`config.mk`:
```
export PLATFORM = sky130hd
export DESIGN_NAME = txc_status_queue
export DESIGN_NICKNAME = d
export VERILOG_FILES = /design/src/rtl/txc_pkg.sv /design/src/rtl/txc_ring.sv /design/src/rtl/txc_fatal_latch.sv /design/src/rtl/txc_status_queue.sv
export SDC_FILE = /design/constraint.sdc
export NUM_CORES = 1
export LEC_CHECK = 0
export CAP_MARGIN = 25
export CORE_MARGIN = 2
export CORE_UTILIZATION = 52
export CTS_BUF_LIST = sky130_fd_sc_hd__clkbuf_4 sky130_fd_sc_hd__clkbuf_8
export CTS_CLUSTER_DIAMETER = 30
export DETAILED_ROUTE_END_ITERATION = 12
export PLACE_DENSITY = 0.78
export SKIP_CTS_REPAIR_TIMING = 1
export SYNTH_ARGS = -nofsm -noshare
export SYNTH_HDL_FRONTEND = slang
export SYNTH_SLANG_ARGS = --single-unit
```
`constraint.sdc`:
```
create_clock -name clk -period 1.8 [get_ports clk]
set_input_delay 0.36 -clock clk [delete_from_list [all_inputs] [get_ports clk]]
set_output_delay 0.36 -clock clk [all_outputs]
set_load 0.05 [all_outputs]
```
`src/rtl/txc_pkg.sv`:
```
package txc_pkg;

  localparam int STAT_W       = 8;
  localparam int BIT_COMPLETE = 7;
  localparam int BIT_INTR     = 6;
  localparam int BIT_JABBER   = 5;
  localparam int BIT_UNDERRUN = 4;
  localparam int BIT_MAXCOLL  = 3;
  localparam int BIT_OVERFLOW = 2;

  typedef struct packed {
    logic intr_req;
    logic jabber;
    logic underrun;
    logic max_coll;
  } txc_report_t;

  // Build the stored byte from one packet outcome.
  function automatic logic [STAT_W-1:0] txc_encode(input txc_report_t r);
    logic [STAT_W-1:0] b;
    b = '0;
    b[BIT_COMPLETE] = 1'b1;
    b[BIT_INTR]     = r.intr_req;
    b[BIT_JABBER]   = r.jabber;
    b[BIT_UNDERRUN] = r.underrun;
    b[BIT_MAXCOLL]  = r.max_coll;
    return b;
  endfunction

  function automatic logic txc_worth_queuing(input txc_report_t r);
    return r.intr_req | r.jabber | r.underrun | r.max_coll;
  endfunction

  function automatic logic txc_is_fatal(input txc_report_t r);
    return r.jabber | r.underrun;
  endfunction

  // Circular pointer step forward and back for any depth.
  function automatic int unsigned ptr_fwd(input int unsigned p, input int unsigned depth);
    return (p == depth - 1) ? 0 : p + 1;
  endfunction

  function automatic int unsigned ptr_back(input int unsigned p, input int unsigned depth);
    return (p == 0) ? depth - 1 : p - 1;
  endfunction

endpackage

```
`src/rtl/txc_ring.sv`:
```
module txc_ring #(
  parameter int DEPTH   = 4,
  parameter int WIDTH   = 8,
  parameter int OVF_BIT = 2
) (
  input  logic             clk,
  input  logic             rst_n,
  input  logic             flush,
  input  logic             wr_en,
  input  logic [WIDTH-1:0] wr_data,
  input  logic             rd_en,
  output logic [WIDTH-1:0] head,
  output logic             empty,
  output logic             full
);
  import txc_pkg::*;

  localparam int PTR_W = (DEPTH > 1) ? $clog2(DEPTH) : 1;
  localparam int CNT_W = $clog2(DEPTH + 1);

  logic [PTR_W-1:0] wr_ptr, rd_ptr;
  logic [CNT_W-1:0] count;
  logic [WIDTH-1:0] slot [DEPTH];

  // Named internal events
  logic             rd_take;     // pop that really removes an entry
  logic             wr_take;     // push that really stores an entry
  logic             mark_drop;   // push lost because the ring is full
  logic [PTR_W-1:0] newest_ptr;

  assign empty      = (count == '0);
  assign full       = (count == CNT_W'(DEPTH));
  assign rd_take    = rd_en & ~empty & ~flush;
  assign wr_take    = wr_en & ~flush & (~full | rd_take);
  assign mark_drop  = wr_en & ~flush & full & ~rd_take;
  assign newest_ptr = PTR_W'(ptr_back(int'(wr_ptr), DEPTH));

  for (genvar g = 0; g < DEPTH; g++) begin : g_slot
    always_ff @(posedge clk or negedge rst_n) begin
      if (!rst_n) begin
        slot[g] <= '0;
      end else if (wr_take && wr_ptr == PTR_W'(g)) begin
        slot[g] <= wr_data;
      end else if (mark_drop && newest_ptr == PTR_W'(g)) begin
        slot[g][OVF_BIT] <= 1'b1;
      end
    end
  end

  always_ff @(posedge clk or negedge rst_n) begin
    if (!rst_n) begin
      wr_ptr <= '0;
      rd_ptr <= '0;
      count  <= '0;
    end else if (flush) begin
      wr_ptr <= '0;
      rd_ptr <= '0;
      count  <= '0;
    end else begin
      if (wr_take) wr_ptr <= PTR_W'(ptr_fwd(int'(wr_ptr), DEPTH));
      if (rd_take) rd_ptr <= PTR_W'(ptr_fwd(int'(rd_ptr), DEPTH));
      case ({wr_take, rd_take})
        2'b10:   count <= count + 1'b1;
        2'b01:   count <= count - 1'b1;
        default: count <= count;
      endcase
    end
  end

  assign head = empty ? '0 : slot[rd_ptr];

  AST_COUNT_BOUND: assert property (@(posedge clk) disable iff (!rst_n)
    count <= CNT_W'(DEPTH));
  AST_FLUSH_EMPTIES: assert property (@(posedge clk) disable iff (!rst_n)
    flush |=> empty);
  AST_POP_EMPTY_INERT: assert property (@(posedge clk) disable iff (!rst_n)
    (rd_en && empty && !wr_en && !flush) |=> empty);
  AST_DROP_STAYS_FULL: assert property (@(posedge clk) disable iff (!rst_n)
    (wr_en && full && !rd_en && !flush) |=> full);
  AST_PUSH_FILLS: assert property (@(posedge clk) disable iff (!rst_n)
    (wr_en && !flush) |=> !empty);

endmodule

```
`src/rtl/txc_fatal_latch.sv`:
```
module txc_fatal_latch (
  input  logic clk,
  input  logic rst_n,
  input  logic tx_reset,
  input  logic fatal_report,
  input  logic overrun_evt,
  output logic tx_disabled,
  output logic overrun_flag,
  output logic fail_pulse
);

  always_ff @(posedge clk or negedge rst_n) begin
    if (!rst_n) begin
      tx_disabled  <= 1'b0;
      overrun_flag <= 1'b0;
      fail_pulse   <= 1'b0;
    end else if (tx_reset) begin
      tx_disabled  <= 1'b0;
      overrun_flag <= 1'b0;
      fail_pulse   <= 1'b0;
    end else begin
      if (fatal_report || overrun_evt) tx_disabled <= 1'b1;
      if (overrun_evt) overrun_flag <= 1'b1;
      fail_pulse <= overrun_evt;
    end
  end

  AST_DISABLE_STICKY: assert property (@(posedge clk) disable iff (!rst_n)
    (tx_disabled && !tx_reset) |=> tx_disabled);
  AST_FATAL_DISABLES: assert property (@(posedge clk) disable iff (!rst_n)
    (fatal_report && !tx_reset) |=> tx_disabled);
  AST_OVERRUN_EFFECTS: assert property (@(posedge clk) disable iff (!rst_n)
    (overrun_evt && !tx_reset) |=> (tx_disabled && overrun_flag && fail_pulse));
  AST_PULSE_SINGLE: assert property (@(posedge clk) disable iff (!rst_n)
    (fail_pulse && !overrun_evt) |=> !fail_pulse);
  AST_TXRESET_CLEARS: assert property (@(posedge clk) disable iff (!rst_n)
    tx_reset |=> (!tx_disabled && !overrun_flag && !fail_pulse));

endmodule

```
`src/rtl/txc_status_queue.sv`:
```
module txc_status_queue #(
  parameter int DEPTH = 4
) (
  input  logic       clk,
  input  logic       rst_n,
  input  logic       pkt_done,
  input  logic       pkt_intr_req,
  input  logic       pkt_jabber,
  input  logic       pkt_underrun,
  input  logic       pkt_max_coll,
  input  logic       fifo_overrun,
  input  logic       host_pop,
  input  logic       tx_reset,
  output logic [7:0] host_status,
  output logic       tx_complete,
  output logic       tx_disabled,
  output logic       tx_overrun_flag,
  output logic       adapter_fail
);
  import txc_pkg::*;

  txc_report_t       rep;
  logic              push_req;
  logic              fatal_req;
  logic              ring_empty;
  logic              ring_full;
  logic [STAT_W-1:0] push_byte;

  assign rep       = '{intr_req: pkt_intr_req, jabber: pkt_jabber,
                       underrun: pkt_underrun, max_coll: pkt_max_coll};
  assign push_req  = pkt_done & txc_worth_queuing(rep);
  assign fatal_req = pkt_done & txc_is_fatal(rep);
  assign push_byte = txc_encode(rep);

  txc_ring #(
    .DEPTH  (DEPTH),
    .WIDTH  (STAT_W),
    .OVF_BIT(BIT_OVERFLOW)
  ) u_ring (
    .clk    (clk),
    .rst_n  (rst_n),
    .flush  (tx_reset),
    .wr_en  (push_req),
    .wr_data(push_byte),
    .rd_en  (host_pop),
    .head   (host_status),
    .empty  (ring_empty),
    .full   (ring_full)
  );

  txc_fatal_latch u_fatal (
    .clk         (clk),
    .rst_n       (rst_n),
    .tx_reset    (tx_reset),
    .fatal_report(fatal_req),
    .overrun_evt (fifo_overrun),
    .tx_disabled (tx_disabled),
    .overrun_flag(tx_overrun_flag),
    .fail_pulse  (adapter_fail)
  );

  assign tx_complete = ~ring_empty;

  AST_EMPTY_READS_ZERO: assert property (@(posedge clk) disable iff (!rst_n)
    !tx_complete |-> (host_status == 8'h00));
  AST_HEAD_COMPLETE_BIT: assert property (@(posedge clk) disable iff (!rst_n)
    tx_complete |-> (host_status[BIT_COMPLETE] && host_status[1:0] == 2'b00));
  AST_CLEAN_IGNORED: assert property (@(posedge clk) disable iff (!rst_n)
    (pkt_done && !push_req && !host_pop && !tx_reset) |=> $stable(host_status));
  AST_FULL_NOT_EMPTY: assert property (@(posedge clk) disable iff (!rst_n)
    ring_full |-> tx_complete);

endmodule

```
Word level (Yosys, flattened, before mapping)

Index checks and enable logic that the tools add are counted.

Flip-flop bits (word level): 34
Bits in latches: 0
RAM bits: 0
ROM bits: 0
Input bits: 10
Output and inout port bits: 12
Logic and storage cells: 95
Memories: 0

$add $sub $neg: 5
Multipliers: 0
Div/mod/pow operators: 0
Order comparisons: 1
Equal/unequal tests: 10
Shifts and indexed selects: 0
Multiplexer cells: 26
Bitwise logic cells: 18
Reductions and logical operators: 21

Operators by type and width:

| operator              | count |
|---|---|
| $mux W8               | 3 |
| $bmux W8 S2           | 1 |
| $reduce_bool A2 Y1    | 8 |
| $mux W2               | 7 |
| $mux W1               | 13 |
| $eq A2 B2 Y1 const B  | 6 |
| $and A1 B1 Y1         | 8 |
| $logic_and A1 B1 Y1   | 8 |
| $eq A2 B1 Y1 const B  | 3 |
| $pmux W3 S2           | 1 |
| $or A1 B1 Y1          | 5 |
| $add A2 B1 Y2 const B | 2 |
| $logic_not A2 Y1      | 2 |
| $not A1 Y1            | 4 |
| $add A3 B1 Y3 const B | 1 |
| $eq A3 B3 Y1 const B  | 1 |
| $ge A3 B3 Y1 const B  | 1 |
| $logic_not A3 Y1      | 1 |
| $mux W3               | 1 |
| $not A2 Y3            | 1 |
| $reduce_bool A3 Y1    | 1 |
| $sub A3 B1 Y3 const B | 1 |
| $sub A2 B1 Y2 const B | 1 |
| $logic_or A1 B1 Y1    | 1 |

Longest topological paths before layout

Word-level depth: 10
Depth in mapped cells: 9

Hierarchy

From an unflattened synthesis, not the netlist that was laid out.

Cells, all modules: 172
Area total of the unflattened synthesis: 2363.5 um2

By module, submodules not included:

| module           | times used | cells an instance | area an instance (um2) | sequential area each (um2) |
|---|---|---|---|---|
| txc_ring         | 1          | 159               | 2235.9                 | 975.9 |
| txc_fatal_latch  | 1          | 8                 | 97.6                   | 75.1 |
| txc_status_queue | 1          | 5                 | 30.0                   | 0.0 |

Worst setup path after synthesis

OpenSTA, ideal clock, no wires.

Kind: input-to-reg
Start: input pkt_jabber
End: register u_ring.count[2]
Arrival: 2.561 ns
Path slack: -0.843 ns
Cell stages on the path: 8
Path buffers: 2
Cell sequence: or4_4 -> and2_1 -> buf_6 -> buf_6 -> or3_1 -> fa_1 -> or3_1 -> a31oi_1

Word-level cells in the longest chain between the ends: 9

Ends and longest elaborated chain:

| element                                      | RTL line               | text |
|---|---|---|
| start: declaration                           | txc_status_queue.sv:8  | `input logic pkt_jabber,` |
| $or A1 B1 Y1 * (3 in series)                 | txc_pkg.sv:31          | `return r.intr_req \| r.jabber \| r.underrun \| r.max_coll;` |
| $and A1 B1 Y1 *                              | txc_status_queue.sv:31 | `assign push_req = pkt_done & txc_worth_queuing(rep);` |
| $and A1 B1 Y1 * (2 in series)                | txc_ring.sv:34         | `assign wr_take = wr_en & ~flush & (~full \| rd_take);` |
| $eq A2 B1 Y1 or $eq A2 B2 Y1 (tied branches) | txc_ring.sv:62         | `case ({wr_take, rd_take})` |
| $pmux W3 S2                                  | txc_ring.sv:62         |  |
| $mux W3                                      | txc_ring.sv:55         | `end else if (flush) begin` |
| end signal: assignment                       | txc_ring.sv:63         | `2'b10: count <= count + 1'b1;` |
| end signal: assignment                       | txc_ring.sv:64         | `2'b01: count <= count - 1'b1;` |
| end signal: assignment                       | txc_ring.sv:65         | `default: count <= count;` |
| end: declaration                             | txc_ring.sv:22         | `logic [CNT_W-1:0] count;` |

Every way passes the cells marked *; elsewhere a longest branch is shown, timed or not.
A chain may end at the register's enable or synchronous reset.

Final worst setup path

Start: register u_ring.rd_ptr[0]
End: output host_status[2]

Word-level cells in the longest chain between the ends: 5

Ends and longest elaborated chain:

| element                                     | RTL line               | text |
|---|---|---|
| start: declaration                          | txc_ring.sv:21         | `logic [PTR_W-1:0] wr_ptr, rd_ptr;` |
| start signal: assignment                    | txc_ring.sv:61         | `if (rd_take) rd_ptr <= PTR_W'(ptr_fwd(int'(rd_ptr), DEPTH));` |
| $not A2 Y3 (implied by the code)            | txc_ring.sv:70         | `assign head = empty ? '0 : slot[rd_ptr];` |
| $bmux W8 S2                                 | txc_ring.sv:70         |  |
| $mux W8 (implied by the code) (2 in series) | txc_ring.sv:70         |  |
| $mux W8                                     | txc_ring.sv:70         |  |
| end: declaration                            | txc_status_queue.sv:14 | `output logic [7:0] host_status,` |

No other way between the ends. The select of a mux whose other input is x is not followed.

==> summary.md <==
| Metric | Value |
|---|---|
| Outcome | finished with violations |
| Violated checks | setup timing |
| Die Ht | approximately 63 um |
| Cell Area, Synth | around 1800 um2 |
| Dominant synthesized flop cell | dfrtp_1 |
| Seq cells post-synth | 34 |
| Number of cell rows | 21 |
| Final wirelength | about 4.1 mm |
| Layout area overhead | 30.9% |
| Via count | 1400 |
| Maximum root-to-sink buffer count | 2 |
| Initial antenna violation count | 0 |
| Period utilisation layout | 1.17 |
| Cts bufs inserted | 5 |
| Largest net degree at the start of global routing | 35 |
| Clk sinks | 34 |
| FMAX | 477 MHz |
| Largest family of logic cells by synthesized area | multiplexers |
| Adder-Cell Fraction of Synth Area | 0.0526 |
| Part of the power in the clock network | 0.174 |
| Util after Layout | 0.709 |
| Share of cells above drive strength 1 | 0.468 |
| Yosys cell types | 35 |
| Grt total ovfl | 0 |
| Final ANT Viol Nets | 0 |
| Worst EP arrival | around 1.7 ns |
| Reg2reg setup slack | -0.01 ns |
| Top Layer Used | met4 |
| WL/cell | 16.3 um |
| Final hold violation count | 0 |
| Vias per cell | between 5 and 6 |
| Setup Skew | about 0.008 ns |
| Worst Hold Class | input pin to flop |
| Total track usage | 0.216 |
| CP peak stage delay | approximately 0.54 ns |
| # diodes | 0 |
| Number of global-route vias before repair | about 1400 |
| RSZ-0062 raised after global routing | yes |
| DRC violations left | 0 |
| Ys async rst share | 1.00 |
| Sequential power share | 0.404 |
| Power Dens Cells | 1100 nW/um2 |
| WP buf/inv | 1 |
| Hold wc startpoint | pkt_underrun |
| Core area | 3340 um2 |
| Syn Area/Cell | roughly 12 um2 |
| Initial core utilization | 0.541 |
| Worst Setup EP | host_status[2] |
| Endpoints failing setup | 10 |
| Crit path kind | flop to primary output |
| Logic pwr share | 0.422 |
| Register area share after synthesis | 0.471 |
| # fillers | ~260 |
| Max-Cap Viols | 0 |
| Met2 WL | 2.07 mm |
| RR Endpoint | u_ring.slot[29]$_DFFE_PN0P_ |
| Leading area contributor after synthesis | dfrtp_1 |
| IO Pins | 22 |
| R2R Path Start | u_ring.count[0]$_DFFE_PN0P_ |
| Die Area | a little under 4000 um2 |
| Most frequent cells after synthesis | dfrtp_1 (34), mux2_2 (16), nor2_1 (9), a21oi_1 (8), nand3_1 (8) |
| Clock tree from TritonCTS | built |
| First-pass GRT wire length | about 6.6 mm |
| HPWL Detailed | 2.85 mm |
| Clk root buf | clkbuf_4 |
| Critical Path Source Type | flop |
| P_leak | 1.06 nW |
| Minimum clock period | around 2.1 ns |
| Met3 Routed Length | between 150 and 200 um |
| Worst Path Max Fanout | 7 |
| Most frequent cell after synthesis | dfrtp_1 |
| Critical Path, Cell by Cell | mux4_2 > and2_4 > buf_6 |
| Synth top area share | 0.471 |
| Sw Pwr | ~0.93 mW |
| CP Capture Type | primary output |
| Sum Neg Setup Slack | -1.83 ns |
| WL met1 | roughly 1.7 mm |
| Pint | 1.66 mW |
| Required time of the critical path | between 1 and 1.5 ns |
| Post-synth EDFFs | 0 |
| Number of DRC markers in iteration 0 | 78 |
| Final nets | around 220 |
| Levels on crit path | 3 |
| Critical-path top delay cell | mux4_2 |
| Yosys Warn Count | 0 |
| CP Launch Point | u_ring.rd_ptr[0]$_DFFE_PN0P_ |
| Detailed Routing Iterations Pass 1 | 5 |
| Chip Width | 62.9 um |
| Maximum VDD drop | 548 uV |
| Worst-Skew Late Latency | 0.34 ns |
| Compound-Gate Fraction of Synth Area | 0.104 |
| H-tree depth | 2 |
| Post-synthesis xor/xnor area fraction | 0.00970 |
| Routability cong. | about 0.85 |
| Syn Inst Count | between 150 and 200 |
| CP top delay family | multiplexers |
| Post-Synth Simple-Gate Area | 0.134 |
| Multiplexer share of the synthesized area | 0.180 |
| Fin. max-slew vios | 0 |
| FF-to-FF path depth | 6 |
| Final WS setup | -0.297 ns |
| Port buffer count | 19 |
| Top cells by area, synth | dfrtp_1 (47%), mux2_2 (10%), mux4_2 (7.5%), ha_1 (4.2%), and2_1 (2.4%) |
| Switching share of total power | 0.360 |
| Clk slew on worst S/H paths | 0.11 ns |
layout by cell type, fill, tap and decap left out, types with 2 or more instances in the layout:
master | netlist | layout
dfrtp_1 | 34 | 31
buf_4 | 2 | 29
mux2_2 | 16 | 16
buf_6 | 2 | 10
nor2_1 | 9 | 9
a21oi_1 | 8 | 8
and2_4 | 0 | 7
nand2_1 | 7 | 7
inv_1 | 7 | 6
mux4_2 | 6 | 6
ha_1 | 6 | 6
nand2b_1 | 5 | 5
nand3_1 | 8 | 5
clkbuf_4 | 0 | 5
o2bb2ai_1 | 4 | 4
clkinvlp_4 | 0 | 3
nand3_2 | 0 | 3
a31oi_1 | 3 | 3
o21ai_0 | 3 | 3
clkdlybuf4s50_1 | 0 | 3
dlymetal6s2s_1 | 0 | 3
dfrtp_2 | 0 | 3
xnor2_1 | 2 | 2
or3_1 | 3 | 2
conb_1 | 1 | 2
clkbuf_2 | 0 | 2
layer usage:
| layer | vias up | global-route usage |
|---|---|---|
| met5 | - | 0 |
| met4 | 0 | 0.0750 |
| met3 | 8 | 0.0577 |
| met2 | 43 | 0.359 |
| met1 | 698 | 0.273 |
| li1 | 651 | - |
power groups by stage:
| stage | Sequential (mW) | Clock [mW] | Combinational, mW |
|---|---|---|---|
| floorplan | 1.02 | 0 | 0.634 |
| global placement | 1.04 | 0 | 0.888 |
| detailed placement | 1.06 | 0 | 0.914 |
| CTS | 1.04 | 0.458 | 0.917 |
| global route | 1.07 | 0.495 | 1.17 |
| finish | 1.05 | 0.449 | 1.09 |
state kept, by name, summed over array words and instances, names as in the netlist:
register / flops
u_ring.slot: 24
u_ring.count: 3
u_ring.rd_ptr: 2
u_ring.wr_ptr: 2
u_fatal.fail_pulse: 1
u_fatal.overrun_flag: 1
u_fatal.tx_disabled: 1
cell type report:
type | count | area [um2] | share of cell area
Clock buffer | 6 | 51.3 | 0.0217
Clock inverter | 2 | 12.5 | 0.00529
Inverter | 7 | 30.0 | 0.0127
Multi-Input combinational cell | 106 | 943 | 0.399
Sequential cell | 34 | 855 | 0.361
Tap cell | 46 | 57.6 | 0.0243
Timing Repair Buffer | 47 | 408 | 0.172
Timing Repair inverter | 1 | 7.51 | 0.00317
metrics by stage:
step                      power (mW)  hold WS, ns  cells  cell area [um2]  setup WS (ns)
after global routing            2.73        0.390    249             2360         -0.372
final                           2.59        0.389    249             2360         -0.297
after floorplan                 1.65       0.0644    156             1820         -0.707
after detailed placement        1.97        0.452    235             2160         -0.956
after global placement          1.93        0.446    235             2160         -0.946
after CTS                       2.41        0.415    243             2220         -0.601
worst min-delay path: cells and delay by family:
family	cells	cell delay (ns)
buffers and inverters	2	0.20
muxes	1	0.14
kinds of logic after synthesis:
group / count (synthesis)
xor gates and xnor gates: 2
and+or+nand+nor: 46
muxes: 23
AOI/OAI and AO/OA: 26
buffers and inverters: 16
other: 1
DFF: 34
adders and majority gates: 7
how the worst min path moves through the flow:
stage / to / slack (ns) / cells past startpoint
2_1_floorplan: u_fatal.fail_pulse$_DFF_PN0_ / 0.06 / 0
3_3_place_gp: u_ring.slot[23]$_DFFE_PN0P_ / 0.45 / 1
3_5_place_dp: u_ring.slot[31]$_DFFE_PN0P_ / 0.45 / 1
4_1_cts: u_ring.slot[28]$_DFFE_PN0P_ / 0.42 / 2
5_1_grt: u_ring.slot[12]$_DFFE_PN0P_ / 0.39 / 3
6_report: u_ring.slot[20]$_DFFE_PN0P_ / 0.39 / 3
(Power assumes the default switching activity.)
